$ cat src/rtl/uart9_pkg.sv
// Shared frame-mode encoding and helpers for the nine-bit transmitter.
// Assumes the 2-bit mode code is decoded only here.
package uart9_pkg;

    typedef enum logic [1:0] {
        FM_SYNC  = 2'b00,
        FM_8BIT  = 2'b01,
        FM_9BIT  = 2'b10,
        FM_9BITB = 2'b11
    } frame_mode_e;

    // True when the mode carries a ninth data bit.
    function automatic logic mode_has_ninth(frame_mode_e m);
        return (m == FM_9BIT) || (m == FM_9BITB);
    endfunction

    // True when the mode permits the holding register to act as a second buffer.
    function automatic logic mode_allows_dbuf(frame_mode_e m);
        return m != FM_SYNC;
    endfunction

endpackage

$ cat src/rtl/uart9_hold.sv
// Holding register in front of the shifter. It accepts a byte when it is
// empty and, in single-buffer operation, only when the shifter is idle.
// It latches the ninth-bit register with the byte, releases on load, and
// flags refused writes in a sticky overrun bit.
// Assumes load is asserted only while hold_full is set.
module uart9_hold #(
    parameter int DATA_W = 8
) (
    input  logic              clk,
    input  logic              rst_n,
    input  logic              wr_data,
    input  logic [DATA_W-1:0] data_in,
    input  logic              b9_reg,
    input  logic              dbuf_eff,
    input  logic              shift_busy,
    input  logic              load,
    output logic              hold_full,
    output logic [DATA_W-1:0] hold_data,
    output logic              hold_b9,
    output logic              overrun
);

    logic accept;

    // Write is taken only if the register is free and, without double buffering, the line is idle.
    always_comb accept = wr_data && !hold_full && (dbuf_eff || !shift_busy);

    // Holding register fill and release.
    always_ff @(posedge clk) begin
        if (!rst_n) begin
            hold_full <= 1'b0;
            hold_data <= '0;
            hold_b9   <= 1'b0;
        end else if (accept) begin
            hold_full <= 1'b1;
            hold_data <= data_in;
            hold_b9   <= b9_reg;
        end else if (load) begin
            hold_full <= 1'b0;
        end
    end

    // Sticky record of refused writes.
    always_ff @(posedge clk) begin
        if (!rst_n)
            overrun <= 1'b0;
        else if (wr_data && !accept)
            overrun <= 1'b1;
    end

endmodule

$ cat src/rtl/uart9_shift.sv
// Frame sequencer and shift register. On a baud tick it loads from the
// holding register when idle or at the end of a stop bit. Otherwise it
// steps through start, data (LSB first), optional ninth bit and stop.
// Assumes baud_tick is a single-cycle pulse.
module uart9_shift #(
    parameter int DATA_W = 8
) (
    input  logic              clk,
    input  logic              rst_n,
    input  logic              baud_tick,
    input  logic              hold_full,
    input  logic [DATA_W-1:0] hold_data,
    input  logic              hold_b9,
    input  logic              nine_mode,
    input  logic              use_live,
    input  logic              live_b9,
    output logic              txd,
    output logic              busy,
    output logic              load,
    output logic              frame_done
);

    localparam int POS_W = $clog2(DATA_W + 3);
    localparam logic [POS_W-1:0] LAST_DATA = POS_W'(DATA_W);
    localparam logic [POS_W-1:0] NINTH_POS = POS_W'(DATA_W + 1);
    localparam logic [POS_W-1:0] STOP9_POS = POS_W'(DATA_W + 2);

    logic [POS_W-1:0]  pos_q;
    logic [POS_W-1:0]  next_pos;
    logic [DATA_W-1:0] sreg_q;
    logic              nine_f;
    logic              live_f;
    logic              b9_f;
    logic              at_stop;

    // Position bookkeeping for the current frame.
    always_comb begin
        next_pos = pos_q + 1'b1;
        at_stop  = busy && (pos_q == (nine_f ? STOP9_POS : NINTH_POS));
    end

    // Load and end-of-frame events, both tied to a baud tick.
    always_comb begin
        load       = baud_tick && hold_full && (!busy || at_stop);
        frame_done = baud_tick && at_stop;
    end

    // Frame state and line driver.
    always_ff @(posedge clk) begin
        if (!rst_n) begin
            busy   <= 1'b0;
            pos_q  <= '0;
            sreg_q <= '0;
            nine_f <= 1'b0;
            live_f <= 1'b0;
            b9_f   <= 1'b0;
            txd    <= 1'b1;
        end else if (load) begin
            busy   <= 1'b1;
            pos_q  <= '0;
            sreg_q <= hold_data;
            nine_f <= nine_mode;
            live_f <= use_live;
            b9_f   <= hold_b9;
            txd    <= 1'b0;
        end else if (frame_done) begin
            busy <= 1'b0;
            txd  <= 1'b1;
        end else if (baud_tick && busy) begin
            pos_q <= next_pos;
            if (next_pos <= LAST_DATA) begin
                txd    <= sreg_q[0];
                sreg_q <= sreg_q >> 1;
            end else if (next_pos == NINTH_POS && nine_f) begin
                txd <= live_f ? live_b9 : b9_f;
            end else begin
                txd <= 1'b1;
            end
        end
    end

endmodule

$ cat src/rtl/uart9_irq.sv
// Transmit interrupt flag: set by an event pulse, held until cleared.
// A set event takes priority over a clear in the same cycle.
module uart9_irq (
    input  logic clk,
    input  logic rst_n,
    input  logic set_evt,
    input  logic irq_clr,
    output logic tx_irq
);

    // Sticky flag with host clear.
    always_ff @(posedge clk) begin
        if (!rst_n)
            tx_irq <= 1'b0;
        else if (set_evt)
            tx_irq <= 1'b1;
        else if (irq_clr)
            tx_irq <= 1'b0;
    end

endmodule

$ cat src/rtl/uart9_dbtx.sv
// Top level of the double-buffered nine-bit serial transmitter. It holds
// the ninth-bit register, decodes the frame mode, and picks the interrupt
// event for the buffering in force.
// Assumes baud_tick comes from an external rate generator.
module uart9_dbtx
    import uart9_pkg::*;
#(
    parameter int DATA_W = 8
) (
    input  logic              clk,
    input  logic              rst_n,
    input  logic              baud_tick,
    input  logic [1:0]        frame_mode,
    input  logic              dbuf_en,
    input  logic              wr_data,
    input  logic [DATA_W-1:0] data_in,
    input  logic              bit9_wr,
    input  logic              bit9_in,
    input  logic              irq_clr,
    output logic              txd,
    output logic              tx_irq,
    output logic              overrun
);

    frame_mode_e       mode;
    logic              dbuf_eff;
    logic              nine_mode;
    logic              b9_reg;
    logic              hold_full;
    logic [DATA_W-1:0] hold_data;
    logic              hold_b9;
    logic              busy;
    logic              load;
    logic              frame_done;
    logic              irq_set;

    // Mode decode: the synchronous code forces single buffering.
    always_comb begin
        mode      = frame_mode_e'(frame_mode);
        dbuf_eff  = dbuf_en && mode_allows_dbuf(mode);
        nine_mode = mode_has_ninth(mode);
    end

    // Ninth-bit register written by the host.
    always_ff @(posedge clk) begin
        if (!rst_n)
            b9_reg <= 1'b0;
        else if (bit9_wr)
            b9_reg <= bit9_in;
    end

    // Interrupt source follows the buffering mode.
    always_comb irq_set = dbuf_eff ? load : frame_done;

    uart9_hold #(.DATA_W(DATA_W)) u_hold (
        .clk        (clk),
        .rst_n      (rst_n),
        .wr_data    (wr_data),
        .data_in    (data_in),
        .b9_reg     (b9_reg),
        .dbuf_eff   (dbuf_eff),
        .shift_busy (busy),
        .load       (load),
        .hold_full  (hold_full),
        .hold_data  (hold_data),
        .hold_b9    (hold_b9),
        .overrun    (overrun)
    );

    uart9_shift #(.DATA_W(DATA_W)) u_shift (
        .clk        (clk),
        .rst_n      (rst_n),
        .baud_tick  (baud_tick),
        .hold_full  (hold_full),
        .hold_data  (hold_data),
        .hold_b9    (hold_b9),
        .nine_mode  (nine_mode),
        .use_live   (!dbuf_eff),
        .live_b9    (b9_reg),
        .txd        (txd),
        .busy       (busy),
        .load       (load),
        .frame_done (frame_done)
    );

    uart9_irq u_irq (
        .clk     (clk),
        .rst_n   (rst_n),
        .set_evt (irq_set),
        .irq_clr (irq_clr),
        .tx_irq  (tx_irq)
    );

endmodule

$ cat config.mk
export PLATFORM = sky130hd
export DESIGN_NAME = uart9_dbtx
export DESIGN_NICKNAME = d
export VERILOG_FILES = /design/src/rtl/uart9_pkg.sv /design/src/rtl/uart9_hold.sv /design/src/rtl/uart9_shift.sv /design/src/rtl/uart9_irq.sv /design/src/rtl/uart9_dbtx.sv
export SDC_FILE = /design/constraint.sdc
export NUM_CORES = 1
export LEC_CHECK = 0
export CORE_MARGIN = 5
export CORE_UTILIZATION = 45
export DETAILED_ROUTE_END_ITERATION = 6
export GPL_TIMING_DRIVEN = 0
export PLACE_DENSITY = 0.68
export SLEW_MARGIN = 40
export SYNTH_ARGS = -nofsm -noshare
export SYNTH_HDL_FRONTEND = slang
export SYNTH_HIERARCHICAL = 1
export SYNTH_SLANG_ARGS = --single-unit
$ cat constraint.sdc
create_clock -name clk -period 2 [get_ports clk]
set_input_delay 0.3 -clock clk [delete_from_list [all_inputs] [get_ports clk]]
set_output_delay 0.3 -clock clk [all_outputs]
set_load 0.01 [all_outputs]
==> impl_metrics.csv, run 1 <==
group,metric,value,unit
yosys,yosys.area.top_type_share,41.9,%
placed_design,place_area,0.00169,mm²
grt,antenna_found_initial,0,
worst_setup_path,critPathKind,"register to register",
worst_hold_path,hp-start,"u_shift/sreg_q[7]",
yosys,synth.cells.most_frequent,"nand2_1, dfxtp_1, a21oi_1",
clocking,worst_skew_pair.late_latency,0.32,ns
yosys,synth_area_leaders,"dfxtp_1, nand2_1, mux2i_1",
pwr,p_leak,0.693,nW
floorplanning,pin_count,21,
final_layout,n_antenna_cell,0,
yosys,synth_edf_count,0,
yosys,yosysUniqueCellTypes,40,
yosys,synth_top_cell_by_area,"dfxtp_1",
yosys,syn_avg_cell_area,8.85,µm²
floorplanning,start_util,47.0,%
routing,post_drt_via_cell_ratio,5.06,
sta,fmaxAchievable,537,MHz
routing,via_count,1185,
yosys,synth_seq_area_share,41.9,%
final_layout,fin_util,57.3,%
final_layout,reg_top3,"u_hold/hold_data: 8 flops, u_shift/sreg_q: 8 flops, u_shift/pos_q: 4 flops",
sta,hold_viol_final,0,
routing,wl_per_cell,12.0,µm
sta,period_share,93.2,%
sta,tightest_slew,0.527,ns
yosys,ys.warnings.count,6,
grt,grt_pass1_wl,4.75,mm
clocking,clock_sinks,30,
sta,tns,0,ns
clocking,clockBufferDepth,2,
sta,slew_viol_final,0,
routing,routed_wl,2.80,mm
run_status,status,"complete, no violations",
routing,drt_iter0_drc,36,
sta,fin_skew,0.00772,ns
worst_hold_path,holdCritPathClass,"register to register",
yosys,synthFlopType,"dfxtp_1",
worst_hold_path,hold_end,"u_shift/sreg_q[7]",
floorplanning,die_w,66.5,µm
floorplanning,fp-row-count,20,
worst_hold_path,hold_path_depth,2,
clocking,cts-buffers-inserted,5,
worst_setup_path,worstSetupEndpointType,"register",
pwr,peakVddDrop,0.353,mV
routing,dr.pass1.iters,4,
sta,finalSetupViolations,0,
yosys,synth_fp_nets,182,
run,max_cap_viol_count,0,
routing,ant_nets,0,
final_layout,stdcell_area,0.00175,mm²
pwr,cellPowerDensity,683,mW/mm²
clocking,clockRootBuffer,"clkbuf_4",
worst_setup_path,cp.required,2.23,ns
placed_design,dp_slack,0.145,ns
worst_setup_path,regToRegSetupSlack,0.14,ns
final_layout,layout-drive-gt1-share,13.2,%
routing,drc_errors,0,
clocking,postCtsSetupBuffers,0,
pwr,finalPower,1.20,mW
worst_setup_path,reg2reg_depth,7,
final_layout,layout.nets,209,
grt,grt_pass1_vias,1118,
yosys,ys_ff_latch,30,
sta,maxSlewHeadroom,64.0,%
worst_setup_path,worstPathArrival,2.09,ns
floorplanning,fp.coreArea,0.00305,mm²
clocking,clk_pin_slew,0.09,ns
grt,grt_util_all_layers,14.2,%
worst_setup_path,rr_startpoint,"u_shift/pos_q[0]",
yosys,yosys.cell_count.top_type,"nand2_1",
sta,rsz0062_at_grt,"no",
grt,grt_max_degree,12,
yosys,async_flop_share,0,%
worst_setup_path,r2r-end,"u_irq/tx_irq",
yosys,synth_cells,162,
worst_setup_path,startpoint_type,"register",
floorplanning,die-area,0.00442,mm²
grt,gr-total-overflow,0,
sta,fin_crit,1.86,ns
sta,timing.final.ws_setup,0.136,ns
placed_design,port_buffers,20,
clocking,tritoncts,"built",
clocking,cts_hold_buf,0,
placed_design,dp_hpwl,2.11,mm
worst_setup_path,path_max_fanout,11,
floorplanning,die_h,66.5,µm
final_layout,syn2layout_area_growth,22.0,%
yosys,synth_area,0.00143,mm²
clocking,ctsResizeCount,0,
placed_design,gp_congestion,0.776,
clocking,htree_levels,2,
==> final cells by class <==
type                            count  area, µm²
Fill cell                         275       1300
Sequential cell                    30        601
Clock buffer                        7       55.1
Buffer                              8       51.3
Timing Repair Buffer               20        200
Clock inverter                      1       5.00
Inverter                            5       21.3
Multi-Input combinational cell    119        761
Tap cell                           44       55.1
==> layout by cell type, fill, tap and decap left out, types with 3 or more instances in the layout <==
cell type,instances
a21boi_1,5
a21oi_1,14
clkbuf_1,4
clkbuf_4,5
clkdlybuf4s50_1,20
dfxtp_1,30
inv_1,4
mux2i_1,10
nand2_1,41
nand3_1,3
nor2_1,5
nor2b_1,3
o21ai_0,7
==> routing by layer <==
layer / track usage [%] / part of all wire (%)
met5: 0 / 0
met4: 5.33 / 1.3
met2: 22.3 / 45
met3: 5.90 / 7.8
met1: 17.3 / 46
==> stage by stage <==
step | instances | hold slack [ns]
floorplan | 162 | 0.417
global placement | 226 | 0.439
detailed placement | 226 | 0.444
CTS | 234 | 0.458
global route | 234 | 0.476
finish | 234 | 0.454
==> how the worst max path moves through the flow <==
| stage | endpoint | slack [ns] | startpoint | depth (start not counted) |
|---|---|---|---|---|
| floorplan | u_irq/tx_irq | 0.31 | u_shift/pos_q[0] | 7 |
| global placement | u_irq/tx_irq | 0.18 | u_shift/pos_q[0] | 7 |
| detailed placement | u_irq/tx_irq | 0.14 | u_shift/pos_q[0] | 7 |
| CTS | u_irq/tx_irq | 0.15 | u_shift/pos_q[0] | 7 |
| global route | u_irq/tx_irq | 0.06 | u_shift/pos_q[0] | 7 |
| finish | u_irq/tx_irq | 0.14 | u_shift/pos_q[0] | 7 |
==> worst max-delay path, cell delays in order (launching register included) <==
cell	delay, ns
dfxtp_1	0.48
and3b_1	0.22
o21ai_2	0.25
a21o_4	0.21
inv_4	0.04
buf_6	0.14
mux2_4	0.26
o21a_1	0.17
==> kinds of logic after synthesis <==
family,count (synthesis),share of synthesized area (%)
AND/OR/NAND/NOR,65,23.0
AO/OA/AOI/OAI,39,19.0
flip-flops,30,41.9
buffers and inverters,13,5.06
multiplexers,11,8.03
XOR/XNOR,2,1.22
adder cells (fa/ha/maj),2,1.74
==> where the power goes <==
group,switching (mW),internal [mW],total (mW),leakage (nW)
registers,0.0236,0.630,0.654,0.245
clock network,0.197,0.170,0.368,0.0353
logic,0.0791,0.0948,0.174,0.412
total,0.300,0.895,1.20,0.693
(Power assumes the default switching activity.)
==> run 2: changes to the inputs <==
--- a/config.mk
+++ b/config.mk
@@ -6,10 +6,10 @@
 export NUM_CORES = 1
 export LEC_CHECK = 0
 export CORE_MARGIN = 5
-export CORE_UTILIZATION = 45
+export CORE_UTILIZATION = 51
 export DETAILED_ROUTE_END_ITERATION = 6
 export GPL_TIMING_DRIVEN = 0
-export PLACE_DENSITY = 0.68
+export PLACE_DENSITY = 0.76
 export SLEW_MARGIN = 40
 export SYNTH_ARGS = -nofsm -noshare
 export SYNTH_HDL_FRONTEND = slang
==> impl_metrics.csv, run 2 (synthesized netlist as in run 1, its figures left out) <==
group,metric,value,unit
worst_setup_path,regToRegSetupSlack,0.17,ns
sta,finalSetupViolations,0,
sta,tightest_slew,0.596,ns
routing,drt_iter0_drc,94,
clocking,htree_levels,2,
grt,gr-total-overflow,0,
routing,wl_per_cell,14.3,µm
worst_setup_path,critPathKind,"register to register",
grt,antenna_found_initial,0,
sta,fin_skew,0.00800,ns
final_layout,layout.nets,209,
clocking,cts_hold_buf,0,
pwr,cellPowerDensity,744,mW/mm²
worst_hold_path,holdCritPathClass,"register to register",
worst_setup_path,startpoint_type,"register",
clocking,worst_skew_pair.late_latency,0.33,ns
floorplanning,die_w,63.0,µm
clocking,tritoncts,"built",
floorplanning,die-area,0.00397,mm²
sta,rsz0062_at_grt,"no",
grt,grt_pass1_vias,1200,
placed_design,dp_hpwl,2.33,mm
routing,post_drt_via_cell_ratio,5.49,
sta,fmaxAchievable,545,MHz
pwr,peakVddDrop,0.637,mV
clocking,clockRootBuffer,"clkbuf_4",
placed_design,dp_slack,0.0931,ns
floorplanning,fp-row-count,19,
final_layout,mostFrequentLayoutCells,"nand2_1, dfxtp_1, clkdlybuf4s50_1, a21oi_1, mux2i_1",
grt,grt_util_all_layers,17.5,%
final_layout,layout.cells.non_filler,221,
worst_setup_path,rr_startpoint,"u_shift/pos_q[0]",
clocking,clk_pin_slew,0.10,ns
worst_setup_path,path_cells,"and3b_1, o21ai_2, a21o_4, inv_4, buf_6, mux2_4, o21a_1",
floorplanning,fp.coreArea,0.00273,mm²
grt,grt_max_degree,12,
final_layout,n_antenna_cell,0,
worst_setup_path,crit_path_start,"u_shift/pos_q[0]",
routing,via_count,1214,
sta,timing.final.ws_setup,0.165,ns
final_layout,fin_util,64.1,%
clocking,clockBufferDepth,2,
worst_setup_path,path_max_fanout,11,
worst_setup_path,reg2reg_depth,7,
clocking,cts-buffers-inserted,5,
grt,grt_pass1_wl,5.51,mm
sta,period_share,91.7,%
floorplanning,die_h,63.0,µm
sta,hold_viol_final,0,
routing,drc_errors,0,
floorplanning,start_util,52.4,%
routing,ant_nets,0,
sta,slew_viol_final,0,
placed_design,dp_cells,213,
sta,maxSlewHeadroom,60.0,%
final_layout,n_fill_cell,227,
clocking,clock_sinks,30,
final_layout,layout-drive-gt1-share,14.2,%
final_layout,syn2layout_area_growth,22.2,%
floorplanning,pin_count,21,
run,max_cap_viol_count,0,
placed_design,port_buffers,20,
worst_setup_path,worstSetupEndpointType,"register",
worst_setup_path,worstPathArrival,2.06,ns
sta,fin_crit,1.83,ns
worst_hold_path,hold_path_depth,2,
sta,tns,0,ns
pwr,p_leak,0.703,nW
final_layout,final_common_cell,"nand2_1",
worst_setup_path,slowest_stage,"dfxtp_2",
routing,dr.pass1.iters,6,
worst_setup_path,cp.required,2.22,ns
worst_setup_path,critPathMaxStageDelay,0.41,ns
run_status,status,"complete, no violations",
final_layout,reg_top3,"u_hold/hold_data: 8 flops, u_shift/sreg_q: 8 flops, u_shift/pos_q: 4 flops",
routing,routed_wl,3.15,mm
worst_hold_path,hp-start,"u_shift/sreg_q[7]",
placed_design,gp_congestion,0.751,
## run 2: cell types whose count changed in the layout (fill, tap and decap cells not counted)
cell,previous run,this run
clkinv_2,1,2
clkbuf_1,4,3
bufinv_16,0,1
clkbuf_8,1,0
dfxtp_1,30,29
dfxtp_2,0,1
## run 2: area by class of cell
cell class	count	area [µm²]	area share, %
buffer	8	51.3	2.93
clock buffer	5	37.5	2.14
clock inverter	3	40.0	2.29
inverter	5	21.3	1.21
multi-input combinational	119	761	43.4
sequential	30	602	34.4
tap	31	38.8	2.21
timing repair buffer	20	200	11.4
## run 2: metrics by stage
| step | power [mW] | hold WS, ns | instance area, µm² |
|---|---|---|---|
| floorplan | 0.769 | 0.417 | 1430 |
| global placement | 0.836 | 0.439 | 1670 |
| detailed placement | 0.845 | 0.441 | 1670 |
| CTS | 1.32 | 0.459 | 1750 |
| global route | 1.37 | 0.483 | 1750 |
| finish | 1.30 | 0.460 | 1750 |
## run 2: worst max-delay path, delay by kind of cell, from the launching register on
family | cells | cell delay [ns]
buffers and inverters | 2 | 0.18
AO/OA/AOI/OAI | 3 | 0.66
flip-flops | 1 | 0.41
multiplexers | 1 | 0.27
AND/OR/NAND/NOR | 1 | 0.21
## run 2: per-layer routing
| layer | GRT usage, % | wire, µm | vias to the layer above |
|---|---|---|---|
| met5 | 0 | 0 | - |
| met4 | 9.02 | 72 | 0 |
| met3 | 4.68 | 147 | 9 |
| met2 | 28.6 | 1600 | 32 |
| met1 | 20.7 | 1340 | 568 |
| li1 | - | - | 605 |
## run 2: worst paths after layout
check                                    endpoint
worst min-delay path            u_shift/sreg_q[7]
worst min register to register  u_shift/sreg_q[7]
worst max register to register       u_irq/tx_irq
worst max-delay path                 u_irq/tx_irq
## run 2: where the power goes
part	leakage, nW	total [mW]	switching (mW)	internal, mW
clock network	0.0450	0.471	0.212	0.259
logic	0.412	0.178	0.0827	0.0949
registers	0.245	0.654	0.0240	0.630
## run 2: timing repair
item	CTS	global route
endpoints found under the setup margin	0	1
resized for setup	0	1
buffers inserted	0	0
==> run 3: changes to the inputs <==
--- a/config.mk
+++ b/config.mk
@@ -5,11 +5,13 @@
 export SDC_FILE = /design/constraint.sdc
 export NUM_CORES = 1
 export LEC_CHECK = 0
+export ABC_AREA = 1
+export CORE_ASPECT_RATIO = 0.8
 export CORE_MARGIN = 5
 export CORE_UTILIZATION = 51
 export DETAILED_ROUTE_END_ITERATION = 6
 export GPL_TIMING_DRIVEN = 0
-export PLACE_DENSITY = 0.76
+export PLACE_DENSITY = 0.75
 export SLEW_MARGIN = 40
 export SYNTH_ARGS = -nofsm -noshare
 export SYNTH_HDL_FRONTEND = slang
==> impl_metrics.csv, run 3 <==
group,metric,value,unit
sta,tightest_slew,0.519,ns
yosys,synth_area_leaders,"dfxtp_1, nand2_1, nand3_1",
pwr,p_leak,0.778,nW
routing,ant_nets,0,
final_layout,mostFrequentLayoutCells,"nand2_1, dfxtp_1, inv_1, nand3_1, a21oi_1",
pwr,peakVddDrop,0.594,mV
worst_hold_path,holdCritPathClass,"register to register",
clocking,cts_hold_buf,0,
final_layout,final_common_cell,"nand2_1",
clocking,clock_sinks,30,
sta,period_share,79.3,%
worst_setup_path,path_max_fanout,8,
sta,maxSlewHeadroom,65.4,%
sta,slew_viol_final,0,
final_layout,layout.nets,254,
grt,grt_pass1_wl,5.82,mm
final_layout,syn2layout_area_growth,20.9,%
worst_setup_path,startpoint_type,"register",
yosys,ys_ff_latch,30,
floorplanning,start_util,53.3,%
floorplanning,fp.coreArea,0.00277,mm²
run_status,status,"complete, no violations",
yosys,synth.cells.most_frequent,"nand2_1, dfxtp_1, inv_1",
sta,finalSetupViolations,0,
clocking,worst_skew_pair.late_latency,0.34,ns
clocking,clockRootBuffer,"clkbuf_4",
yosys,syn_avg_cell_area,7.11,µm²
grt,grt_pass1_vias,1335,
worst_setup_path,crit_path_frequent_cell,"nand2_1",
clocking,ctsResizeCount,0,
clocking,clk_pin_slew,0.10,ns
floorplanning,pin_count,21,
yosys,yosys.cell_count.top_type,"nand2_1",
yosys,synth_area,0.00147,mm²
sta,hold_viol_final,0,
routing,wl_per_cell,12.1,µm
yosys,synth_fp_nets,227,
sta,fin_crit,1.59,ns
routing,via_count,1378,
final_layout,stdcell_area,0.00178,mm²
grt,antenna_found_initial,0,
yosys,async_flop_share,0,%
placed_design,dp_hpwl,2.42,mm
floorplanning,die_h,58.1,µm
sta,tns,0,ns
sta,fin_skew,0.0155,ns
worst_setup_path,cp.required,2.23,ns
routing,routed_wl,3.32,mm
yosys,synth_cells,207,
clocking,cts-buffers-inserted,5,
yosys,yosysUniqueCellTypes,23,
worst_setup_path,path_cells,"ha_1, nand2_1, nand3_2, nand3_2, nand2_1, nand2_1, nor2_1, nor2_1",
final_layout,layout-drive-gt1-share,11.5,%
clocking,postCtsSetupBuffers,0,
placed_design,gp_congestion,0.840,
yosys,synth_top_cell_by_area,"dfxtp_1",
yosys,synthFlopType,"dfxtp_1",
placed_design,place_area,0.00172,mm²
clocking,tritoncts,"built",
grt,gr-total-overflow,0,
worst_setup_path,worstPathArrival,1.82,ns
routing,post_drt_via_cell_ratio,5.05,
final_layout,n_antenna_cell,0,
routing,drt_iter0_drc,111,
floorplanning,die-area,0.00407,mm²
routing,drc_errors,0,
clocking,clockBufferDepth,2,
sta,fmaxAchievable,630,MHz
yosys,synth_seq_area_share,40.8,%
run,max_cap_viol_count,0,
yosys,synth_edf_count,0,
floorplanning,fp-row-count,17,
worst_setup_path,critPathKind,"register to register",
final_layout,reg_top3,"u_hold/hold_data: 8 flops, u_shift/sreg_q: 8 flops, u_shift/pos_q: 4 flops",
worst_setup_path,slowest_stage,"dfxtp_1",
yosys,yosys.area.top_type_share,40.8,%
clocking,htree_levels,2,
grt,grt_util_all_layers,18.3,%
placed_design,port_buffers,20,
floorplanning,die_w,70.1,µm
sta,rsz0062_at_grt,"no",
worst_setup_path,worstSetupEndpointType,"register",
routing,dr.pass1.iters,4,
yosys,ys.warnings.count,6,
grt,grt_max_degree,12,
pwr,cellPowerDensity,690,mW/mm²
worst_setup_path,critPathMaxStageDelay,0.47,ns
## run 3: stage by stage
stage               setup WS (ns)  total power, mW  util (%)  hold slack [ns]  std cells
detailed placement          0.189            0.857      62.2            0.442        265
global placement            0.194            0.851      62.2            0.436        265
floorplan                   0.702            0.783         -            0.422        207
global route                0.288             1.31      64.4            0.492        273
CTS                         0.445             1.24      64.4            0.458        273
finish                      0.414             1.23      64.4            0.456        273
## run 3: area by class of cell
type | count | area [µm²]
well taps | 38 | 47.5
inverters | 30 | 113
flip-flops and latches | 30 | 601
fillers | 247 | 985
multi-input cells | 140 | 699
plain buffers | 7 | 60.1
clock inverters | 1 | 5.00
clock buffers | 7 | 55.1
repair buffers | 20 | 200
## run 3: routing by layer
| metal | vias to the layer above | wire [µm] | part of all wire, % | track usage [%] |
|---|---|---|---|---|
| met4 | 0 | 51 | 1.5 | 9.02 |
| met5 | - | 0 | 0 | 0 |
| li1 | 716 | - | - | - |
| met3 | 6 | 172 | 5.2 | 7.63 |
| met1 | 623 | 1560 | 47 | 21.9 |
| met2 | 33 | 1530 | 46 | 28.5 |
## run 3: cell families after synthesis
| logic type | after synthesis | share of synthesized area, % |
|---|---|---|
| XOR/XNOR | 1 | 0.595 |
| flip-flops | 30 | 40.8 |
| adder cells (fa/ha/maj) | 2 | 1.70 |
| AND/OR/NAND/NOR | 106 | 33.2 |
| AO/OA/AOI/OAI | 31 | 12.0 |
| buffers and inverters | 37 | 11.7 |
## run 3: final timing paths
kind | startpoint | endpoint | slack (ns) | cells after the start
setup / recovery | u_shift/pos_q[0] | u_shift/sreg_q[4] | 0.41 | 8
hold / removal | u_hold/overrun | u_hold/overrun | 0.46 | 2
setup reg to reg | u_shift/pos_q[0] | u_shift/sreg_q[4] | 0.41 | 8
hold reg to reg | u_hold/overrun | u_hold/overrun | 0.46 | 2
## run 3: report_power, final
group          internal [mW]  leakage [nW]  switching, mW
sequential             0.631         0.245         0.0220
clock                  0.170        0.0353          0.213
combinational         0.0911         0.497          0.101
total                  0.892         0.778          0.336
## run 3: worst max-delay path, delay by kind of cell (launching register included)
family                     cells  cell delay, ns
adders and majority gates      1            0.23
DFF                            1            0.47
and+or+nand+nor                7            0.79
